==> src/rtl/sfl_pkg.sv <==
// Shared constants and types of the serial flash raw shift engine.
// Assumes an 8-bit register bus with byte addresses.
package sfl_pkg;
    localparam int DATA_W = 8;
    localparam logic [7:0] A_CTRL    = 8'h00;
    localparam logic [7:0] A_BITCNT  = 8'h04;
    localparam logic [7:0] A_TX_BASE = 8'h20;
    localparam logic [7:0] A_RX_BASE = 8'h40;
    localparam int GO_BIT = 2;

    typedef enum logic [1:0] {
        SQ_IDLE,
        SQ_SHIFT,
        SQ_TAIL,
        SQ_DONE
    } seq_state_t;

    // Byte address of slot idx inside a slot window starting at base.
    function automatic logic [7:0] slot_addr(logic [7:0] base, int idx);
        return base + 8'(4 * idx);
    endfunction
endpackage

==> src/rtl/sfl_regs.sv <==
// Register file: transmit slots, bit count, start decode and read mux.
// Assumes single-cycle writes. All writes are dropped while busy is high.
module sfl_regs
    import sfl_pkg::*;
#(
    parameter int NUM_SLOTS = 6
) (
    input  logic                               clk,
    input  logic                               rst_n,
    input  logic                               wr,
    input  logic [7:0]                         addr,
    input  logic [DATA_W-1:0]                  wdata,
    input  logic                               busy,
    input  logic [NUM_SLOTS-1:0][DATA_W-1:0]   rx_bytes,
    output logic [NUM_SLOTS-1:0][DATA_W-1:0]   tx_bytes,
    output logic [DATA_W-1:0]                  bitcnt,
    output logic                               launch,
    output logic [DATA_W-1:0]                  rdata
);
    logic wr_ok;

    // Writes are accepted only while no transaction runs.
    assign wr_ok  = wr && !busy;
    // Start request: write of the go bit into the control register.
    assign launch = wr_ok && (addr == A_CTRL) && wdata[GO_BIT];

    // Transfer length register, in bits.
    always_ff @(posedge clk) begin
        if (!rst_n)
            bitcnt <= '0;
        else if (wr_ok && addr == A_BITCNT)
            bitcnt <= wdata;
    end

    // One register per transmit slot, decoded at its own address.
    for (genvar i = 0; i < NUM_SLOTS; i++) begin : g_tx
        localparam logic [7:0] MY_ADDR = slot_addr(A_TX_BASE, i);
        always_ff @(posedge clk) begin
            if (!rst_n)
                tx_bytes[i] <= '0;
            else if (wr_ok && addr == MY_ADDR)
                tx_bytes[i] <= wdata;
        end
    end

    // Combinational readback of the addressed register.
    always_comb begin
        rdata = '0;
        if (addr == A_CTRL)
            rdata[GO_BIT] = busy;
        else if (addr == A_BITCNT)
            rdata = bitcnt;
        for (int i = 0; i < NUM_SLOTS; i++) begin
            if (addr == slot_addr(A_TX_BASE, i))
                rdata = tx_bytes[i];
            if (addr == slot_addr(A_RX_BASE, i))
                rdata = rx_bytes[i];
        end
    end
endmodule

==> src/rtl/sfl_seq.sv <==
// Transaction sequencer: serial clock divider, chip select and bit counter.
// Assumes SCK_HALF >= 1. A request is clamped to MAX_BITS and rounded down
// to whole bytes. Emits a sample strobe on each rising serial clock edge and
// a shift strobe on each falling edge except the last one.
module sfl_seq
    import sfl_pkg::*;
#(
    parameter int SCK_HALF = 2,
    parameter int MAX_BITS = 48
) (
    input  logic              clk,
    input  logic              rst_n,
    input  logic              launch,
    input  logic [DATA_W-1:0] nbits_req,
    output logic              busy,
    output logic              sck,
    output logic              cs_n,
    output logic              sample_en,
    output logic              shift_en
);
    localparam int DIV_W = (2 * SCK_HALF > 1) ? $clog2(2 * SCK_HALF) : 1;
    localparam int CNT_W = $clog2(MAX_BITS + 1);
    localparam logic [DATA_W-1:0] MAX_REQ  = DATA_W'(MAX_BITS);
    localparam logic [DIV_W-1:0]  HALF_END = DIV_W'(SCK_HALF - 1);
    localparam logic [DIV_W-1:0]  TAIL_END = DIV_W'(2 * SCK_HALF - 1);

    seq_state_t       state;
    logic [DIV_W-1:0] div_cnt;
    logic [CNT_W-1:0] bits_left;
    logic [CNT_W-1:0] nbits_eff;
    logic             edge_tick;

    // Clamp the request to the slot capacity and drop any partial byte.
    always_comb begin
        if (nbits_req >= MAX_REQ)
            nbits_eff = CNT_W'(MAX_BITS);
        else
            nbits_eff = CNT_W'(nbits_req) & ~CNT_W'(7);
    end

    // Half-period boundary inside the shift phase.
    assign edge_tick = (state == SQ_SHIFT) && (div_cnt == HALF_END);
    assign sample_en = edge_tick && !sck;
    assign shift_en  = edge_tick && sck && (bits_left != CNT_W'(1));
    assign busy      = (state != SQ_IDLE);

    // Main state machine: idle, shift, chip-select tail, done.
    always_ff @(posedge clk) begin
        if (!rst_n) begin
            state     <= SQ_IDLE;
            sck       <= 1'b0;
            cs_n      <= 1'b1;
            div_cnt   <= '0;
            bits_left <= '0;
        end else begin
            case (state)
                SQ_IDLE: begin
                    if (launch) begin
                        div_cnt   <= '0;
                        sck       <= 1'b0;
                        bits_left <= nbits_eff;
                        if (nbits_eff == '0) begin
                            state <= SQ_DONE;
                        end else begin
                            state <= SQ_SHIFT;
                            cs_n  <= 1'b0;
                        end
                    end
                end
                SQ_SHIFT: begin
                    if (div_cnt == HALF_END) begin
                        div_cnt <= '0;
                        sck     <= !sck;
                        if (sck) begin
                            bits_left <= bits_left - CNT_W'(1);
                            if (bits_left == CNT_W'(1))
                                state <= SQ_TAIL;
                        end
                    end else begin
                        div_cnt <= div_cnt + DIV_W'(1);
                    end
                end
                SQ_TAIL: begin
                    if (div_cnt == TAIL_END) begin
                        div_cnt <= '0;
                        cs_n    <= 1'b1;
                        state   <= SQ_DONE;
                    end else begin
                        div_cnt <= div_cnt + DIV_W'(1);
                    end
                end
                default: begin
                    state <= SQ_IDLE;
                end
            endcase
        end
    end
endmodule

==> src/rtl/sfl_shifter.sv <==
// Data path: a transmit shift register loaded from the slots (top slot
// first) and a receive shift register that fills from the bottom, so the
// last received byte ends in slot 0. Assumes the strobes come from sfl_seq.
module sfl_shifter
    import sfl_pkg::*;
#(
    parameter int NUM_SLOTS = 6
) (
    input  logic                              clk,
    input  logic                              rst_n,
    input  logic                              load,
    input  logic                              shift,
    input  logic                              sample,
    input  logic [NUM_SLOTS-1:0][DATA_W-1:0]  tx_bytes,
    input  logic                              miso,
    output logic                              mosi,
    output logic [NUM_SLOTS-1:0][DATA_W-1:0]  rx_bytes
);
    localparam int W = NUM_SLOTS * DATA_W;

    logic [W-1:0] tx_sr;
    logic [W-1:0] rx_sr;

    // Transmit register: load all slots, then move one bit per falling edge.
    always_ff @(posedge clk) begin
        if (!rst_n)
            tx_sr <= '0;
        else if (load)
            tx_sr <= tx_bytes;
        else if (shift)
            tx_sr <= {tx_sr[W-2:0], 1'b0};
    end

    // Receive register: clear at start, take one bit per rising edge.
    always_ff @(posedge clk) begin
        if (!rst_n)
            rx_sr <= '0;
        else if (load)
            rx_sr <= '0;
        else if (sample)
            rx_sr <= {rx_sr[W-2:0], miso};
    end

    assign mosi     = tx_sr[W-1];
    assign rx_bytes = rx_sr;
endmodule

==> src/rtl/sfl_shift_engine.sv <==
// Top of the serial flash raw shift engine. Connects the register file, the
// sequencer and the data path. Assumes one flash device on one chip select.
module sfl_shift_engine
    import sfl_pkg::*;
#(
    parameter int NUM_SLOTS = 6,
    parameter int SCK_HALF  = 2
) (
    input  logic       clk,
    input  logic       rst_n,
    input  logic [7:0] reg_addr,
    input  logic       reg_wr,
    input  logic [7:0] reg_wdata,
    output logic [7:0] reg_rdata,
    output logic       spi_sck,
    output logic       spi_cs_n,
    output logic       spi_mosi,
    input  logic       spi_miso
);
    localparam int MAX_BITS = NUM_SLOTS * DATA_W;

    logic [NUM_SLOTS-1:0][DATA_W-1:0] tx_bytes;
    logic [NUM_SLOTS-1:0][DATA_W-1:0] rx_bytes;
    logic [DATA_W-1:0]                bitcnt;
    logic                             launch;
    logic                             busy;
    logic                             sample_en;
    logic                             shift_en;

    sfl_regs #(.NUM_SLOTS(NUM_SLOTS)) u_regs (
        .clk      (clk),
        .rst_n    (rst_n),
        .wr       (reg_wr),
        .addr     (reg_addr),
        .wdata    (reg_wdata),
        .busy     (busy),
        .rx_bytes (rx_bytes),
        .tx_bytes (tx_bytes),
        .bitcnt   (bitcnt),
        .launch   (launch),
        .rdata    (reg_rdata)
    );

    sfl_seq #(.SCK_HALF(SCK_HALF), .MAX_BITS(MAX_BITS)) u_seq (
        .clk       (clk),
        .rst_n     (rst_n),
        .launch    (launch),
        .nbits_req (bitcnt),
        .busy      (busy),
        .sck       (spi_sck),
        .cs_n      (spi_cs_n),
        .sample_en (sample_en),
        .shift_en  (shift_en)
    );

    sfl_shifter #(.NUM_SLOTS(NUM_SLOTS)) u_data (
        .clk      (clk),
        .rst_n    (rst_n),
        .load     (launch),
        .shift    (shift_en),
        .sample   (sample_en),
        .tx_bytes (tx_bytes),
        .miso     (spi_miso),
        .mosi     (spi_mosi),
        .rx_bytes (rx_bytes)
    );
endmodule

==> config.mk <==
export PLATFORM = sky130hd
export DESIGN_NAME = sfl_shift_engine
export DESIGN_NICKNAME = d
export VERILOG_FILES = /design/src/rtl/sfl_pkg.sv /design/src/rtl/sfl_regs.sv /design/src/rtl/sfl_seq.sv /design/src/rtl/sfl_shifter.sv /design/src/rtl/sfl_shift_engine.sv
export SDC_FILE = /design/constraint.sdc
export NUM_CORES = 1
export LEC_CHECK = 0
export BUFFER_PORTS_ARGS = -buffer_cell sky130_fd_sc_hd__buf_2
export CELL_PAD_IN_SITES_DETAIL_PLACEMENT = 1
export CELL_PAD_IN_SITES_GLOBAL_PLACEMENT = 1
export CORE_ASPECT_RATIO = 1.1
export CORE_MARGIN = 3
export CORE_UTILIZATION = 35
export CTS_BUF_LIST = sky130_fd_sc_hd__clkbuf_16
export CTS_CLUSTER_DIAMETER = 200
export DETAILED_ROUTE_END_ITERATION = 8
export GPL_ROUTABILITY_DRIVEN = 0
export PLACE_DENSITY_LB_ADDON = 0.1
export SETUP_SLACK_MARGIN = 0.05
export SYNTH_ARGS = -nofsm -noshare
export SYNTH_HDL_FRONTEND = slang
export SYNTH_SLANG_ARGS = --single-unit
==> constraint.sdc <==
create_clock -name clk -period 2.6 [get_ports clk]
set_clock_uncertainty 0.1 [all_clocks]
set_input_delay 0.13 -clock clk [delete_from_list [all_inputs] [get_ports clk]]
set_output_delay 0.13 -clock clk [all_outputs]
set_load 0.03 [all_outputs]
==> results by group, run 1 <==
Global route
  • First-pass GRT wire length: ~43000 µm
  • Tot GR Track Use: 0.212
  • Vias in the first global route: 7236
  • Largest net degree at the start of global routing: about 70
  • Initial antenna violation count: 0
  • GRT overflow: 0

Clocking
  • Num CTS Buffers: 17
  • H-tree levels: 4
  • CTS Sinks: approximately 160
  • Root buffer cell: clkbuf_16
  • Clk_lat worst skew: between 0.4 and 0.5 ns
  • Reg clk slew, reported paths: approximately 0.07 ns
  • CTS tree: yes
  • Post-CTS Setup Inserts: 0
  • Max clock buf depth: 2

Route
  • Routed vias: between 7000 and 8000
  • Routed length per instance: 20.5 µm
  • DRT Wirelength: between 20000 and 30000 µm
  • DR DRC count: 0
  • Routed Antenna Nets: 0
  • Drt initial violations: 500
  • Via density: about 5.5
  • Detailed Routing Iterations Pass 1: 7

Yosys
  • Average size of a mapped cell: 8.44 µm²
  • Post-synthesis register bit count: 164
  • Mapped Cells: 974
  • Sequential fraction of the synthesis area: 0.399
  • Synth async-reset ratio: 0
  • Unique masters post-synth: 64
  • Largest area contributor in the netlist: dfxtp_1
  • Area of the mapped netlist: approximately 8000 µm²
  • Ys flop type: dfxtp_1
  • Synth top area share: 0.399
  • Synth warn: 0
  • Largest cells by area after synthesis: dfxtp_1 40%, mux2i_1 10%, nand2_1 9.9%
  • Post-Syn Nets: around 1000
  • EDFF count, synth: 0

Setup path
  • Crit path capture type: output port
  • Setup Crit Path Kind: reg2out
  • Critical Path End: reg_rdata[2]
  • Worst-path maximum fanout: 5
  • Worst r2r src: u_seq.state[1]
  • Crit path launch: u_seq.state[1]
  • Critical R2R Capture: u_seq.state[0]
  • Flop-to-flop setup slack: 0.40 ns
  • Critical path arrival: about 2.2 ns
  • CP required: between 2 and 2.5 ns
  • CP startpoint kind: flop
  • R2r worst-path depth: 8

Die
  • Die extent in x: approximately 150 µm
  • Die height: about 170 µm
  • Die Area: roughly 25000 µm²
  • I/O pin cnt: 31
  • Site Rows: slightly below 60
  • Initial Util: 0.358
  • Core ar.: around 23000 µm²

Layout
  • Layout cells sized above 1: 0.140
  • Most frequent cells in the layout: 217 x nand2_1, 162 x dfxtp_1, 83 x mux2i_1, 75 x a21oi_1, 47 x o211a_1
  • Commonest non-fill, non-tap cell in the layout: nand2_1
  • Synthesis-to-finish area growth: 17.7%
  • Core Util, Final: 0.421
  • Fin nets: roughly 1000
  • ANT cells: 0

STA
  • Tcrit/Tclk final: 0.952
  • Hold WS: about 0.053 ns
  • Fmax: ~0.40 GHz
  • Final Hold Fails: 0
  • Slew Viols, Final: 0
  • Slew headroom: 0.624
  • Min Tclk post-route: 2.47 ns
  • # setup viols final: 0
  • RSZ-0062 raised after global routing: true
  • Least-Margin Pin Slew: ~0.56 ns
  • Setup_tns: 0 ns

Flow run
  • Max Cap Viol: 0

Power and ir drop
  • Pwr dens: roughly 620 nW/µm²
  • Final Power: approximately 6 mW
  • P_leak: between 3 and 4 nW
  • Peak VDD IR: approximately 0.4 mV

Place
  • # port buffers: 30
  • DP Wirelength: 19700 µm

Worst hold path
  • Worst hold path class: in2reg

Outcome
  • Outcome: finished clean
-- worst min path at each step --
stage / startpoint / to / slack, ns / cells after the start
2_1_floorplan: spi_miso / u_data.rx_bytes[0] / 0.17 / 2
3_3_place_gp: spi_miso / u_data.rx_bytes[0] / 0.28 / 3
4_1_cts: rst_n / u_seq.cs_n / 0.06 / 2
5_1_grt: reg_wdata[2] / u_regs.tx_bytes[34] / 0.11 / 4
6_report: rst_n / u_seq.cs_n / 0.05 / 2
3_5_place_dp: spi_miso / u_data.rx_bytes[0] / 0.28 / 3
-- layer usage --
metal	vias to the layer above	routed length [µm]	track usage	share of wire
li1	3534	-	-	-
met1	3546	13100	0.292	0.49
met2	124	12300	0.339	0.46
met3	33	874	0.0325	0.032
met4	0	689	0.0719	0.026
met5	-	0	0	0
-- timing repair --
item / in CTS / in global routing
hold buffers: 8 / 0
resized for setup: 3 / 5
hold endpoints to repair: 22 / 0
cloned: 0 / 0
pin swaps: 2 / 2
setup endpoints to repair: 1 / 2
-- report_power, final --
part	total (mW)	internal (mW)	leakage [nW]	switching (mW)
clock network	2.66	1.46	0.294	1.20
logic	0.759	0.304	2.19	0.455
registers	2.58	2.54	1.32	0.0362
total	6.00	4.31	3.81	1.69
-- through the flow --
step	cells	setup WS (ns)	instance area, µm²
4_1_cts	1319	0.0588	9670
6_report	1319	0.126	9680
3_3_place_gp	1279	0.207	8960
2_1_floorplan	974	0.148	8220
5_1_grt	1319	0.0494	9680
3_5_place_dp	1279	0.177	8960
-- cells by family after synthesis --
logic type / count (synthesis) / share of synthesized area
flops: 164 / 0.399
xor+xnor: 2 / 0.00213
compound gates: 263 / 0.227
mux: 84 / 0.102
buf+inv: 90 / 0.0449
simple gates: 361 / 0.209
fa+ha+maj: 10 / 0.0152
-- critical path, cell delays in order (launching register included) --
cell      delay, ns
dfxtp_1        0.36
inv_2          0.10
ha_4           0.16
nand2b_1       0.08
a32o_1         0.26
o211ai_1       0.28
a32oi_1        0.18
o21bai_1       0.20
buf_2          0.18
-- cell usage after synthesis (4+ instances only) --
cell,n
nand3_1,16
buf_1,4
a31oi_1,5
nand2_1,217
o22ai_1,13
clkbuf_1,59
a21oi_1,76
o32ai_1,8
mux2i_1,83
a21boi_0,26
a22oi_1,14
o21ai_0,31
nand2b_1,7
nand3b_1,5
o211a_1,47
a22o_1,6
ha_1,10
nor3_1,13
inv_1,14
nor2_1,22
dfxtp_1,164
buf_2,10
nor2b_1,43
-- registers in the layout (all words and copies together), names as in the netlist --
register,cells
u_seq.bits_left,6
u_regs.tx_bytes,48
u_seq.div_cnt,2
u_data.tx_sr,48
u_data.rx_bytes,48
u_seq.sck,1
u_seq.cs_n,1
u_regs.bitcnt,8
u_seq.state,2
-- cell type report --
type	instances	area, µm²
multi-input cells	720	4650
repair buffers	89	706
clock buffers	17	425
well taps	300	375
flip-flops and latches	164	3290
clock inverters	15	186
inverters	14	52.6
fillers	2713	13300
No activity file was read; power rests on OpenSTA's default activity.
==> inputs of run 2 (changes only) <==
--- a/config.mk
+++ b/config.mk
@@ -5,6 +5,7 @@
 export SDC_FILE = /design/constraint.sdc
 export NUM_CORES = 1
 export LEC_CHECK = 0
+export ABC_AREA = 1
 export BUFFER_PORTS_ARGS = -buffer_cell sky130_fd_sc_hd__buf_2
 export CELL_PAD_IN_SITES_DETAIL_PLACEMENT = 1
 export CELL_PAD_IN_SITES_GLOBAL_PLACEMENT = 1
==> run 2 against run 1 <==
Sequential power grew 3%. Combinational power grew 52%. Wire length shrank 11%. Sequential share of layout area grew 3.6 points. Total power grew 2.6%. First-iteration DRC count shrank 26%. Clock power shrank 12%. Critical endpoint unchanged. Largest power group is now sequential cells.
==> results by group, run 2 <==
Layout
  • Commonest non-fill, non-tap cell in the layout: nand2_1
  • Synthesis-to-finish area growth: 13.2%
  • Layout cells sized above 1: 0.0867
  • Fin nets: ~1200
  • ANT cells: 0
  • Most frequent cells in the layout: 273 x nand2_1, 164 x dfxtp_1, 153 x inv_1, 114 x nand3_1, 110 x a21oi_1
  • Post-route cell area: 8750 µm²
  • Fill cell count: between 2000 and 3000

Setup path
  • Crit path launch: u_seq.state[0]
  • Worst r2r src: u_seq.state[0]
  • Critical path arrival: between 2 and 2.5 ns
  • Setup Crit Path Kind: reg2out
  • Worst-path maximum fanout: 5
  • Slowest cell delay on critical path: ~0.36 ns
  • Critical path's slowest cell: dfxtp_1
  • R2r worst-path depth: 9
  • CP startpoint kind: flop
  • Top cell by count, worst path: nand2_1
  • CP required: 2.37 ns
  • CP Cell Sequence: inv_1, ha_4, inv_1, nand2_1, nand2_1, nor2_2, nand4_1, nand2_1, nand4_1, nand2_1, nand4_1, buf_2
  • Crit path capture type: output port

Yosys
  • EDFF count, synth: 0
  • Synth async-reset ratio: 0
  • Mux contribution to synthesized area: 0
  • Sequential fraction of the synthesis area: 0.425
  • Fraction of the mapped netlist area in simple logic gates: 0.274
  • Post-synthesis register bit count: ~160
  • Post-Syn Nets: about 1200
  • Top cells by count, synth: 273 x nand2_1, 164 x dfxtp_1, 153 x inv_1
  • Unique masters post-synth: 27
  • Largest cells by area after synthesis: dfxtp_1 43%, nand2_1 13%, inv_1 7.4%
  • Largest area contributor in the netlist: dfxtp_1
  • Adder-cell share of the synthesized area: 0.0162
  • Synth top area share: 0.425
  • Largest family of logic cells by synthesized area: simple AND/OR/NAND/NOR gates
  • Synth Area in XOR/XNOR: 0.00340
  • Ys flop type: dfxtp_1
  • Count leader, synth: nand2_1
  • Average size of a mapped cell: a little under 7 µm²
  • Compound-cell area share of the yosys netlist: 0.173
  • Area of the mapped netlist: between 7000 and 8000 µm²
  • Mapped Cells: about 1100
  • Synth warn: 0

Die
  • Initial Util: 0.359
  • Die Area: approximately 24000 µm²
  • Die height: 162 µm
  • Core ar.: around 22000 µm²
  • Site Rows: 56
  • I/O pin cnt: 31
  • Die extent in x: roughly 150 µm

STA
  • Final Hold Fails: 0
  • Fmax: around 0.43 GHz
  • Slew Viols, Final: 0
  • RSZ-0062 raised after global routing: false
  • Min Tclk post-route: 2.35 ns
  • Setup_tns: 0 ns
  • # setup viols final: 0
  • Tcrit/Tclk final: 0.904
  • Least-Margin Pin Slew: 0.549 ns
  • Slew headroom: 0.634

Clocking
  • CTS tree: yes
  • Post-CTS Setup Inserts: 0
  • Clk_lat worst skew: about 0.43 ns
  • Max clock buf depth: 2
  • Reg clk slew, reported paths: ~0.07 ns
  • H-tree levels: 4
  • CTS Sinks: 164
  • Root buffer cell: clkbuf_16
  • Num CTS Buffers: 17

Global route
  • Initial antenna violation count: 0
  • Vias in the first global route: 7166
  • First-pass GRT wire length: 39500 µm
  • Largest net degree at the start of global routing: 59
  • Tot GR Track Use: 0.206
  • GRT overflow: 0

Worst hold path
  • WHS Path Cells: 3
  • Worst hold path class: in2reg
  • Min-delay src: reg_wdata[6]

Place
  • DP Wirelength: about 17000 µm
  • # port buffers: 30
  • Post-DP Area: a little over 8000 µm²

Route
  • Via density: approximately 5
  • Routed vias: 7235
  • DR DRC count: 0
  • Routed length per instance: approximately 17 µm
  • Detailed Routing Iterations Pass 1: 4
  • Drt initial violations: 370
  • Routed Antenna Nets: 0
  • DRT Wirelength: 23900 µm

Power and ir drop
  • Pwr dens: a little over 700 nW/µm²
  • P_leak: about 3.4 nW
  • Peak VDD IR: just under 0.4 mV

Flow run
  • Max Cap Viol: 0

Outcome
  • Outcome: finished clean
-- run 2: cell count changes in the layout (fill, tap and decap cells not counted), sizes merged, moves of 17 or more --
cell | previous run | this run
inv | 22 | 160
nand3 | 16 | 115
mux2i | 83 | 0
nand2 | 217 | 276
nor2 | 25 | 77
o211a | 47 | 0
nor2b | 43 | 0
o211ai | 3 | 46
o21ai | 31 | 73
a21oi | 76 | 110
a21boi | 28 | 0
buf | 80 | 52
nand4 | 2 | 19
-- run 2: timing repair --
item	4_1_cts	5_1_grt
endpoints found under the hold margin	1	0
gates resized for setup	0	3
hold buffers	1	0
setup endpoints to repair	0	1
-- run 2: report_power, final --
part           total, mW  internal, mW  leakage (nW)  switching, mW
clock network       2.35          1.23         0.253           1.12
logic               1.15         0.341          1.85          0.810
registers           2.66          2.59          1.32         0.0690
total               6.16          4.16          3.43           2.00
-- run 2: final cells by class --
type	instances	area [µm²]	share of cell area
clock buffer	17	425	0.0486
clock inverter	15	109	0.0124
inverter	158	593	0.0678
multi-input combinational	746	3620	0.414
sequential	164	3280	0.375
tap	290	363	0.0415
timing repair buffer	53	350	0.0401
-- run 2: metal layers --
| layer | global-route usage | up-vias | wire, µm |
|---|---|---|---|
| met3 | 0.0338 | 22 | 608 |
| met2 | 0.312 | 67 | 10500 |
| met1 | 0.309 | 3456 | 12500 |
| li1 | - | 3690 | - |
| met5 | 0 | - | 0 |
| met4 | 0.0453 | 0 | 305 |
-- run 2: final timing paths --
check                              to  slack, ns
setup / recovery         reg_rdata[2]       0.25
hold / removal    u_regs.tx_bytes[14]       0.03
setup reg to reg  u_data.rx_bytes[22]       0.33
hold reg to reg   u_data.rx_bytes[47]       0.37
-- run 2: stage by stage --
stage	setup slack, ns	utilization	hold WS (ns)	instances	power, mW
5_1_grt	0.0715	0.407	0.0339	1443	6.53
3_3_place_gp	0.336	0.381	0.305	1410	3.84
4_1_cts	0.140	0.406	0.0214	1443	6.21
3_5_place_dp	0.303	0.381	0.309	1410	3.85
2_1_floorplan	0.659	-	0.165	1128	3.51
6_report	0.251	0.407	0.0320	1443	6.16
-- run 2: cell families after synthesis --
kind of cell,Yosys count
XOR/XNOR,3
AND/OR/NAND/NOR,495
buffers and inverters,218
flip-flops,164
AO/OA/AOI/OAI,238
adder cells (fa/ha/maj),10
-- run 2: critical path: cells and delay by family, from the launching register on --
family	cells	cell delay [ns]
adders and majority gates	1	0.17
buffers and inverters	3	0.40
and+or+nand+nor	8	0.77
DFF	1	0.36
